File: src/rtl/burst_col_seq.sv
module burst_col_seq #(
  parameter int COL_W = 10
) (
  input  logic             clk,
  input  logic             rst_n,
  input  logic             mr_load,
  input  logic [7:0]       mr_addr,
  input  logic             cmd_valid,
  input  logic             cmd_is_read,
  input  logic [COL_W-1:0] cmd_col,
  output logic [COL_W-1:0] beat_col,
  output logic             beat_valid,
  output logic             beat_last,
  output logic             rd_strobe,
  output logic             mode_err,
  output logic             cmd_err
);
  localparam int LW = 4;

  logic [1:0] m_len;
  logic       m_ilv;
  logic       m_cl3;

  logic          act_q;
  logic [LW-1:0] k_q;
  logic [COL_W-1:0] st_q;
  logic [1:0]    len_q;
  logic          ilv_q;
  logic          cl3_q;
  logic          rd_q;
  logic          s1_v, s1_c, s2_v, s2_c;

  logic [2:0] len_code;
  logic [2:0] cl_code;
  logic       len_ok, cl_ok;
  assign len_code = mr_addr[2:0];
  assign cl_code  = mr_addr[6:4];
  assign len_ok   = (len_code >= 3'd1) && (len_code <= 3'd4);
  assign cl_ok    = (cl_code == 3'd2) || (cl_code == 3'd3);

  function automatic logic [LW-1:0] mask_of(input logic [1:0] sel);
    case (sel)
      2'd0:    mask_of = 4'h1;
      2'd1:    mask_of = 4'h3;
      2'd2:    mask_of = 4'h7;
      default: mask_of = 4'hF;
    endcase
  endfunction

  always_ff @(posedge clk or negedge rst_n) begin
    if (!rst_n) begin
      m_len    <= 2'd0;
      m_ilv    <= 1'b0;
      m_cl3    <= 1'b0;
      mode_err <= 1'b0;
    end else begin
      mode_err <= mr_load && !(len_ok && cl_ok);
      if (mr_load && len_ok && cl_ok) begin
        m_len <= 2'(len_code - 3'd1);
        m_ilv <= mr_addr[3];
        m_cl3 <= (cl_code == 3'd3);
      end
    end
  end

  logic [LW-1:0] bmask, low;
  logic busy, accept;
  assign bmask     = mask_of(len_q);
  assign low       = ilv_q ? (st_q[LW-1:0] ^ k_q) : (st_q[LW-1:0] + k_q);
  assign beat_valid = act_q;
  assign beat_last  = act_q && (k_q == bmask);
  assign beat_col   = {st_q[COL_W-1:LW], (st_q[LW-1:0] & ~bmask) | (low & bmask)};
  assign busy       = act_q && !beat_last;
  assign accept     = cmd_valid && !busy;

  always_ff @(posedge clk or negedge rst_n) begin
    if (!rst_n) begin
      act_q   <= 1'b0;
      k_q     <= '0;
      st_q    <= '0;
      len_q   <= 2'd0;
      ilv_q   <= 1'b0;
      cl3_q   <= 1'b0;
      rd_q    <= 1'b0;
      cmd_err <= 1'b0;
    end else begin
      cmd_err <= cmd_valid && busy;
      if (accept) begin
        act_q <= 1'b1;
        k_q   <= '0;
        st_q  <= cmd_col;
        len_q <= m_len;
        ilv_q <= m_ilv;
        cl3_q <= m_cl3;
        rd_q  <= cmd_is_read;
      end else if (act_q) begin
        if (beat_last) act_q <= 1'b0;
        else           k_q   <= k_q + 1'b1;
      end
    end
  end

  always_ff @(posedge clk or negedge rst_n) begin
    if (!rst_n) begin
      s1_v <= 1'b0; s1_c <= 1'b0;
      s2_v <= 1'b0; s2_c <= 1'b0;
    end else begin
      s1_v <= act_q && rd_q;
      s1_c <= cl3_q;
      s2_v <= s1_v;
      s2_c <= s1_c;
    end
  end

  assign rd_strobe = (s1_v && !s1_c) || (s2_v && s2_c);

  a_r3_block_fixed: assert property (@(posedge clk) disable iff (!rst_n)
    (beat_valid && !beat_last) |=> $stable(beat_col | COL_W'(bmask)));

  a_r4_seq_step: assert property (@(posedge clk) disable iff (!rst_n)
    (beat_valid && !beat_last && !ilv_q) |=>
      ((beat_col & COL_W'(bmask)) == (($past(beat_col) + 1'b1) & COL_W'(bmask))));

  a_r6_last_in_burst: assert property (@(posedge clk) disable iff (!rst_n)
    beat_last |-> beat_valid);

  a_r7_strobe_follows_beat: assert property (@(posedge clk) disable iff (!rst_n)
    rd_strobe |-> ($past(beat_valid) || $past(beat_valid, 2)));

  a_r8_mode_err_cause: assert property (@(posedge clk) disable iff (!rst_n)
    mode_err |-> $past(mr_load));

  a_r9_cmd_err_cause: assert property (@(posedge clk) disable iff (!rst_n)
    cmd_err |-> $past(cmd_valid && beat_valid && !beat_last));
endmodule

File: config.mk
export PLATFORM = sky130hd
export DESIGN_NAME = burst_col_seq
export DESIGN_NICKNAME = d
export VERILOG_FILES = /design/src/rtl/burst_col_seq.sv
export SDC_FILE = /design/constraint.sdc
export NUM_CORES = 1
export LEC_CHECK = 0
export BUFFER_PORTS_ARGS = -buffer_cell sky130_fd_sc_hd__buf_2
export CORE_MARGIN = 3
export CORE_UTILIZATION = 30
export CTS_BUF_LIST = sky130_fd_sc_hd__clkbuf_8
export DETAILED_ROUTE_END_ITERATION = 12
export GPL_TIMING_DRIVEN = 0
export PLACE_DENSITY = 0.54
export SETUP_SLACK_MARGIN = 0.02
export SYNTH_ARGS = -nofsm -noshare
export SYNTH_HDL_FRONTEND = slang
export SYNTH_SLANG_ARGS = --single-unit
export TNS_END_PERCENT = 100
File: constraint.sdc
create_clock -name clk -period 2.6 [get_ports clk]
set_clock_uncertainty 0.1 [all_clocks]
set_input_delay 0.39 -clock clk [delete_from_list [all_inputs] [get_ports clk]]
set_output_delay 0.39 -clock clk [all_outputs]
set_load 0.02 [all_outputs]
Word level (Yosys, flattened, before mapping)

Cells that the tools add are included.

$add $sub $neg: 3
Magnitude comparators: 2
Equal/unequal tests: 6
Mux-type cells: 8
Bitwise operators: 5
Reductions and logical operators: 21

Operator list:

| operator                                                          | count |
|---|---|
| two-way mux 4 bit                                                 | 4 |
| logical AND 1 bit                                                 | 12 |
| one-hot mux 4 bit (3 select lines)                                | 1 |
| AND 4 bit                                                         | 2 |
| == test 3 x 2 -> 1 bit, second input constant                     | 2 |
| adder 4 x 1 -> 4 bit, second input constant                       | 1 |
| adder 4 bit                                                       | 1 |
| == test 4 bit                                                     | 1 |
| zero test 1 bit                                                   | 4 |
| NOT 4 bit                                                         | 1 |
| OR 4 bit                                                          | 1 |
| bitwise XOR 4 bit                                                 | 1 |
| greater-or-equal comparator 3 x 1 -> 1 bit, second input constant | 1 |
| <= comparator 3 bit, second input constant                        | 1 |
| two-way mux 1 bit                                                 | 3 |
| == test 2 x 1 -> 1 bit, second input constant                     | 1 |
| == test 2 bit, second input constant                              | 1 |
| zero test 2 bit                                                   | 1 |
| logical OR 1 bit                                                  | 2 |
| inequality test 2 x 1 -> 1 bit, second input constant             | 1 |
| AND reduction 2 bit                                               | 1 |
| nonzero test 2 bit                                                | 1 |
| subtractor 2 x 1 -> 2 bit, second input constant                  | 1 |

Bits in registers: 30
Input port bits: 23
Output and inout bits: 15
Word-level logic and storage cells: 61

Longest topological paths before layout

Gate-level depths: netlist of the first run.

Depth in word-level cells: 10
Depth in mapped cells: 7
Gate-level depth less buffers: 6

Worst setup path before layout of the first run

Ideal clock, no wire load.

Path type: flip-flop to output port
Start point: register k_q[1]
End point: output port beat_col[3]
Arrival: 1.797 ns
Required time: 2.110 ns
Path slack: 0.313 ns
Stages on the path, launching flop included: 6
Path buffers: 0
Cell sequence: dfrtp_1 -> ha_1 -> a211oi_1 -> or4_1 -> a21oi_1 -> xor2_1

Word-level cells in the longest chain between the ends: 4

Ends and longest elaborated chain:

| item                   | line | RTL |
|---|---|---|
| from (decl)            | 25   | `logic [LW-1:0] k_q;` |
| from (signal assigned) | 98   | `else k_q <= k_q + 1'b1;` |
| adder 4 bit            | 69   | `assign low = ilv_q ? (st_q[LW-1:0] ^ k_q) : (st_q[LW-1:0] + k_q);` |
| two-way mux 4 bit      | 69   |  |
| AND 4 bit              | 72   | `assign beat_col = {st_q[COL_W-1:LW], (st_q[LW-1:0] & ~bmask) \| (low & bmask)};` |
| OR 4 bit               | 72   |  |
| to (decl)              | 11   | `output logic [COL_W-1:0] beat_col,` |

Every way passes these cells.

Final worst setup path of the first run

Start point: register k_q[2]
End point: output port beat_col[3]

Same word-level chain as after synthesis.

==> metrics.txt, run 1 <==
status=finished, final reports clean; worst setup margin=91.0 ps; setup_tns=0 ps; Inserted Clock Buffers=5; Fmax=399 MHz; Root Buffer Master=clkbuf_8; Slew @ Worst Pin=708 ps; Antenna Cells=0; # fillers=489; Syn-to-layout area delta=29.6%; First-pass DRT Iterations=4; Initial DRC Count=19; antenna-violating nets left=0; Seq cells post-synth=30; H-tree levels=2; routed vias=1027; post-DR wirelength/cell=11.9 µm; largest family of logic cells by synthesized area=multiplexers; Synth Area in Compound Gates=6.47%; Tot GR Track Use=10.7%; CP Data Required Time=2110 ps; syn_nets=151; Die H=77.4 µm; CP Max Fanout=2; dpl hpwl=2.11 mm; crit end category=output pin; Synth Area in XOR/XNOR=2.29%; Yosys cell types=35; most frequent cells in the layout=35 x buf_2, 27 x dfrtp_1, 10 x inv_1, 10 x mux2_4, 10 x buf_4; final count of negative-setup-slack endpoints=0; most common cell after layout, fill and taps aside=buf_2; RSZ-0062 raised after global routing=yes; CTS tree=done; Synth area leader=dfrtp_1; Peak VDD IR=0.000508 V; Vias/cell=4.37; CP Class=flip-flop to output pin; Clock Latency Late Sink=270 ps; Final Hold Viols=0; Pins Over Slew Limit=0; dpl ws=185 ps; P_leak=0.953 nW; DRC errors left=0; CP arrival=2020 ps; simple-gate share of the synthesized area=11.3%; initial antenna violation count=0; GPL Wtd Cong=0.793; Overflow after GRT=0; Syn Area/Cell=12.6 µm²; number of global-route vias before repair=1101; worst path buffer plus inverter count=1; Max-slew headroom=52.4%; min cycle time layout=2510 ps; CP max stage cell=or4_4; post-synthesis sequential area ratio=49.1%; synth top area cells=dfrtp_1 49%, mux2_4 9.8%, mux2_2 6.6%, ha_1 4.9%, buf_4 2.9%; largest net degree at the start of global routing=31; nets@finish=197; Worst path max stage delay=490 ps; crit-path cells=ha_4 > nor2_1 > or4_4 > a21oi_4 > xor2_2 > buf_4; mux cell area share after synthesis=18.4%; DIE AREA=5980 µm²; kind of cell adding the most delay to the critical path=simple AND/OR/NAND/NOR gates; Initial Utilization=31.7%; register area=754 µm²; total of max-cap violations=0; clk sinks=30; global-route wire length before repair=5.13 mm; CTS Hold Buffers Added=0; total power draw=2.66 mW; final worst-path cycle share=96.5%; power density over the cells=1340 nW/µm²; Post-Syn Instances=121; Core Util, Final=41.1%; Routed WL=2.81 mm; Die X=77.4 µm; area of the multi-input gates=736 µm²; hold crit path type=input port to asynchronous set/reset pin; layout cell share with drive strength beyond 1=51.2%; Syn. warnings=0; io pins=38; IO buf count=36; Core Region=4820 µm²; Rows=25; adder-cell share of the synthesized area=6.22%; Clk pin slew, worst setup/hold paths=70 ps; Cell Area, Synth=1530 µm²; Clock Path Buffers=2; Setup crit start kind=flip-flop; post-synth top area share=49.1%
## power breakdown
part           switching, mW  leakage, nW  internal (mW)
sequential             0.169        0.353          0.684
clock                  0.160       0.0607          0.278
combinational          0.657        0.539          0.709
## per-stage QoR
stage               hold slack, ps  instance area, µm²  cells
floorplan                    -5.59                1530    121
global placement               261                1790    224
detailed placement             267                1790    224
CTS                           72.4                1940    234
global route                  97.0                1980    235
finish                        44.8                1980    235
## sequential cells by signal (all words and copies together) (netlist names), 2 cells and up
signal and cells:
k_q 4, len_q 2, m_len 2, st_q 10
## cell type report
cell class	instances	share of cell area (%)
sequential	30	38.1
multi-input combinational	74	37.2
timing repair buffer	39	10.4
tap	67	4.24
clock buffer	5	3.48
buffer	9	3.22
clock inverter	3	1.90
inverter	8	1.52
## final timing paths
kind	from	slack, ps	cells past startpoint	to
max reg2reg	k_q[0]	540	5	k_q[1]
min	rst_n	40	1	cmd_err
max in group asynchronous	rst_n	1890	1	k_q[1]
min reg2reg	s1_c	280	0	s2_c
min in group clk	cmd_col[1]	240	2	st_q[1]
max	k_q[2]	90	6	beat_col[3]
## synth_stat cells, drive strengths merged
cell,count
inv,8
nand2,3
fa,1
nor2,8
nor4b,1
dfrtp,30
o31ai,2
ha,6
or3,1
or3b,1
xnor2,2
or4,1
o21ai,1
a21oi,4
xor2,2
or2,1
buf,7
mux2,19
o22ai,2
nor2b,2
nand2b,2
mux2i,3
and2,3
or2b,1
nand3,3
a211oi,2
nand4bb,1
nor3,2
clkbuf,2
## cells by family after synthesis
family                     Yosys count
and+or+nand+nor                     30
DFF                                 30
muxes                               22
buffers and inverters               17
AOI/OAI and AO/OA                   11
adders and majority gates            7
xor gates and xnor gates             4
## per-layer routing
layer	routed length [µm]	track usage, %
met1	1280	13.3
met2	1340	17.6
met3	159	3.60
met4	24	3.20
met5	0	0
## repair_timing
action / 4_1_cts / 5_1_grt
endpoints found under the setup margin: 1 / 2
buffers inserted: 2 / 1
gates resized for setup: 6 / 5
gates cloned: 0 / 0
pin swaps: 3 / 2
Power figures use the tool's default switching activity.
==> run 2, diff against run 1 <==
- CORE_ASPECT_RATIO: default -> 1.1
==> run 2 against run 1 <==
Flip-flop and latch count unchanged. Power shrank 4.8%. Largest power group unchanged. Critical endpoint unchanged. Via count up 1.3%.
==> metrics.txt, run 2 (same netlist as run 1, synthesis figures left out) <==
dpl hpwl=2.04 mm (-3.0%); CP Data Required Time=2110 ps (about the same); GR met2 Demand/Resource=17.5% (-0.15 points); final count of negative-setup-slack endpoints=0 (unchanged); total of max-cap violations=0 (unchanged); routed vias=1040 (+1.3%); GPL Wtd Cong=0.745 (-5.9%); P_leak=0.942 nW (-1.2%); GR met1 Demand/Resource=13.0% (-0.24 points); DRC errors left=0 (unchanged); Final Hold Viols=0 (unchanged); Syn-to-layout area delta=25.6%; status=finished, final reports clean; global-route wire length before repair=4.86 mm (-5.2%); GR Util met3=3.84% (+0.24 points); Overflow after GRT=0 (unchanged); DIE AREA=5990 µm² (about the same); Worst path max stage delay=490 ps (about the same); antenna-violating nets left=0 (unchanged); Layout Cells excl Fill=224 (-4.7%); H-tree levels=2 (unchanged); Reg with most FFs=st_q; largest net degree at the start of global routing=31 (unchanged); dpl cells=213 (-4.9%); largest registers=st_q (10), k_q (4); Rows=26 (+4.0%); Initial DRC Count=24 (+5); GRT busiest layer=met2; min cycle time layout=2520 ps (+14.2 ps); Routed WL=2.88 mm (+2.7%); Pins Over Slew Limit=0 (unchanged); WHS=38.3 ps (-6.50 ps); Die X=74.0 µm (-4.3%); nets@finish=197 (unchanged); post-DR wirelength/cell=12.9 µm (+7.8%); layout cell share with drive strength beyond 1=50.0% (-1.2 points); CP Max Fanout=4 (+2); final worst-path cycle share=97.0% (+0.55 points); hold crit path type=input port to asynchronous set/reset pin; Peak VDD IR=0.000423 V (-17%); Core Region=4780 µm² (-0.73%); most common cell after layout, fill and taps aside=buf_2; CTS tree=done; placed cell areas=1780 µm² (-0.77%); Setup crit start kind=flip-flop; worst setup margin=76.7 ps (-14.2 ps); power density over the cells=1320 nW/µm² (-1.9%); setup_tns=0 ps (unchanged); CTS Hold Buffers Added=0 (unchanged); number of flip-flops under the largest register name=10 (unchanged); Design Area, Final=1920 µm² (-3.0%); RSZ-0062 raised after global routing=no; clk sinks=30 (unchanged); Tot GR Track Use=10.7% (-0.037 points); Clock Path Buffers=2 (unchanged); Vias/cell=4.64 (+6.2%); Max-slew headroom=51.7% (-0.69 points); Antenna Cells=0 (unchanged); Initial Utilization=31.9% (+0.23 points); CP max stage cell=or4_1; Core Util, Final=40.1% (-0.95 points); CP arrival=2030 ps (about the same); Fmax=396 MHz (-0.56%); total power draw=2.53 mW (-4.8%); IO buf count=36 (unchanged); Inserted Clock Buffers=5 (unchanged); io pins=38 (unchanged); Die H=80.8 µm (+4.5%); crit-path cells=ha_4 > nor2_1 > or4_1 > a21oi_2 > xor2_1 > buf_4; most frequent cells in the layout=35 x buf_2, 27 x dfrtp_1, 10 x mux2_4, 10 x buf_4; dpl ws=248 ps (+62.7 ps); Root Buffer Master=clkbuf_8; Slew @ Worst Pin=718 ps (+10.3 ps); Clock Latency Late Sink=280 ps (about the same); initial antenna violation count=0 (unchanged); First-pass DRT Iterations=4 (unchanged); number of global-route vias before repair=1061 (-3.6%); CP Class=flip-flop to output pin; Clk pin slew, worst setup/hold paths=70 ps (about the same); crit end category=output pin
[run 2: cell count changes in the layout (fill, tap and decap cells not counted), sizes merged]
cell / change
clkbuf: +1
inv: -1
bufinv: -1
clkinv: +1
[run 2: cell type report]
| class | count | area (µm²) |
|---|---|---|
| Clock buffer | 6 | 82.6 |
| Clock inverter | 2 | 8.76 |
| Multi-Input combinational cell | 74 | 704 |
| Fill cell | 469 | 2860 |
| Sequential cell | 30 | 754 |
| Inverter | 8 | 30.0 |
| Buffer | 9 | 63.8 |
| Tap cell | 56 | 70.1 |
| Timing Repair Buffer | 39 | 205 |
[run 2: power breakdown]
group,internal (mW),switching [mW]
combinational,0.673,0.615
clock,0.209,0.174
sequential,0.684,0.173
total,1.57,0.962
[run 2: what timing repair did]
item,CTS,global route
pin swaps,1,3
setup endpoints to repair,1,1
gates resized for setup,5,2
buffers inserted,1,2
endpoints found under the hold margin,0,0
[run 2: worst paths after layout]
kind	start	end	slack, ps	cells past startpoint
min	rst_n	st_q[5]	40	1
max in group asynchronous	rst_n	k_q[2]	1890	1
max	k_q[2]	beat_col[3]	80	6
min reg2reg	s1_c	s2_c	270	0
min in group clk	cmd_col[3]	st_q[3]	240	2
max reg2reg	k_q[2]	k_q[1]	530	5
[run 2: layer usage]
layer,wire length (µm),part of all wire [%],up-vias
li1,-,-,500
met1,1210,42,496
met2,1380,48,36
met3,235,8.2,8
met4,51,1.8,0
met5,0,0,-
[run 2: critical path, delay by kind of cell, from the launching register on]
family,cells,cell delay (ps)
simple gates,2,530
flops,1,450
fa+ha+maj,1,290
xor+xnor,1,170
buf+inv,1,160
compound gates,1,150
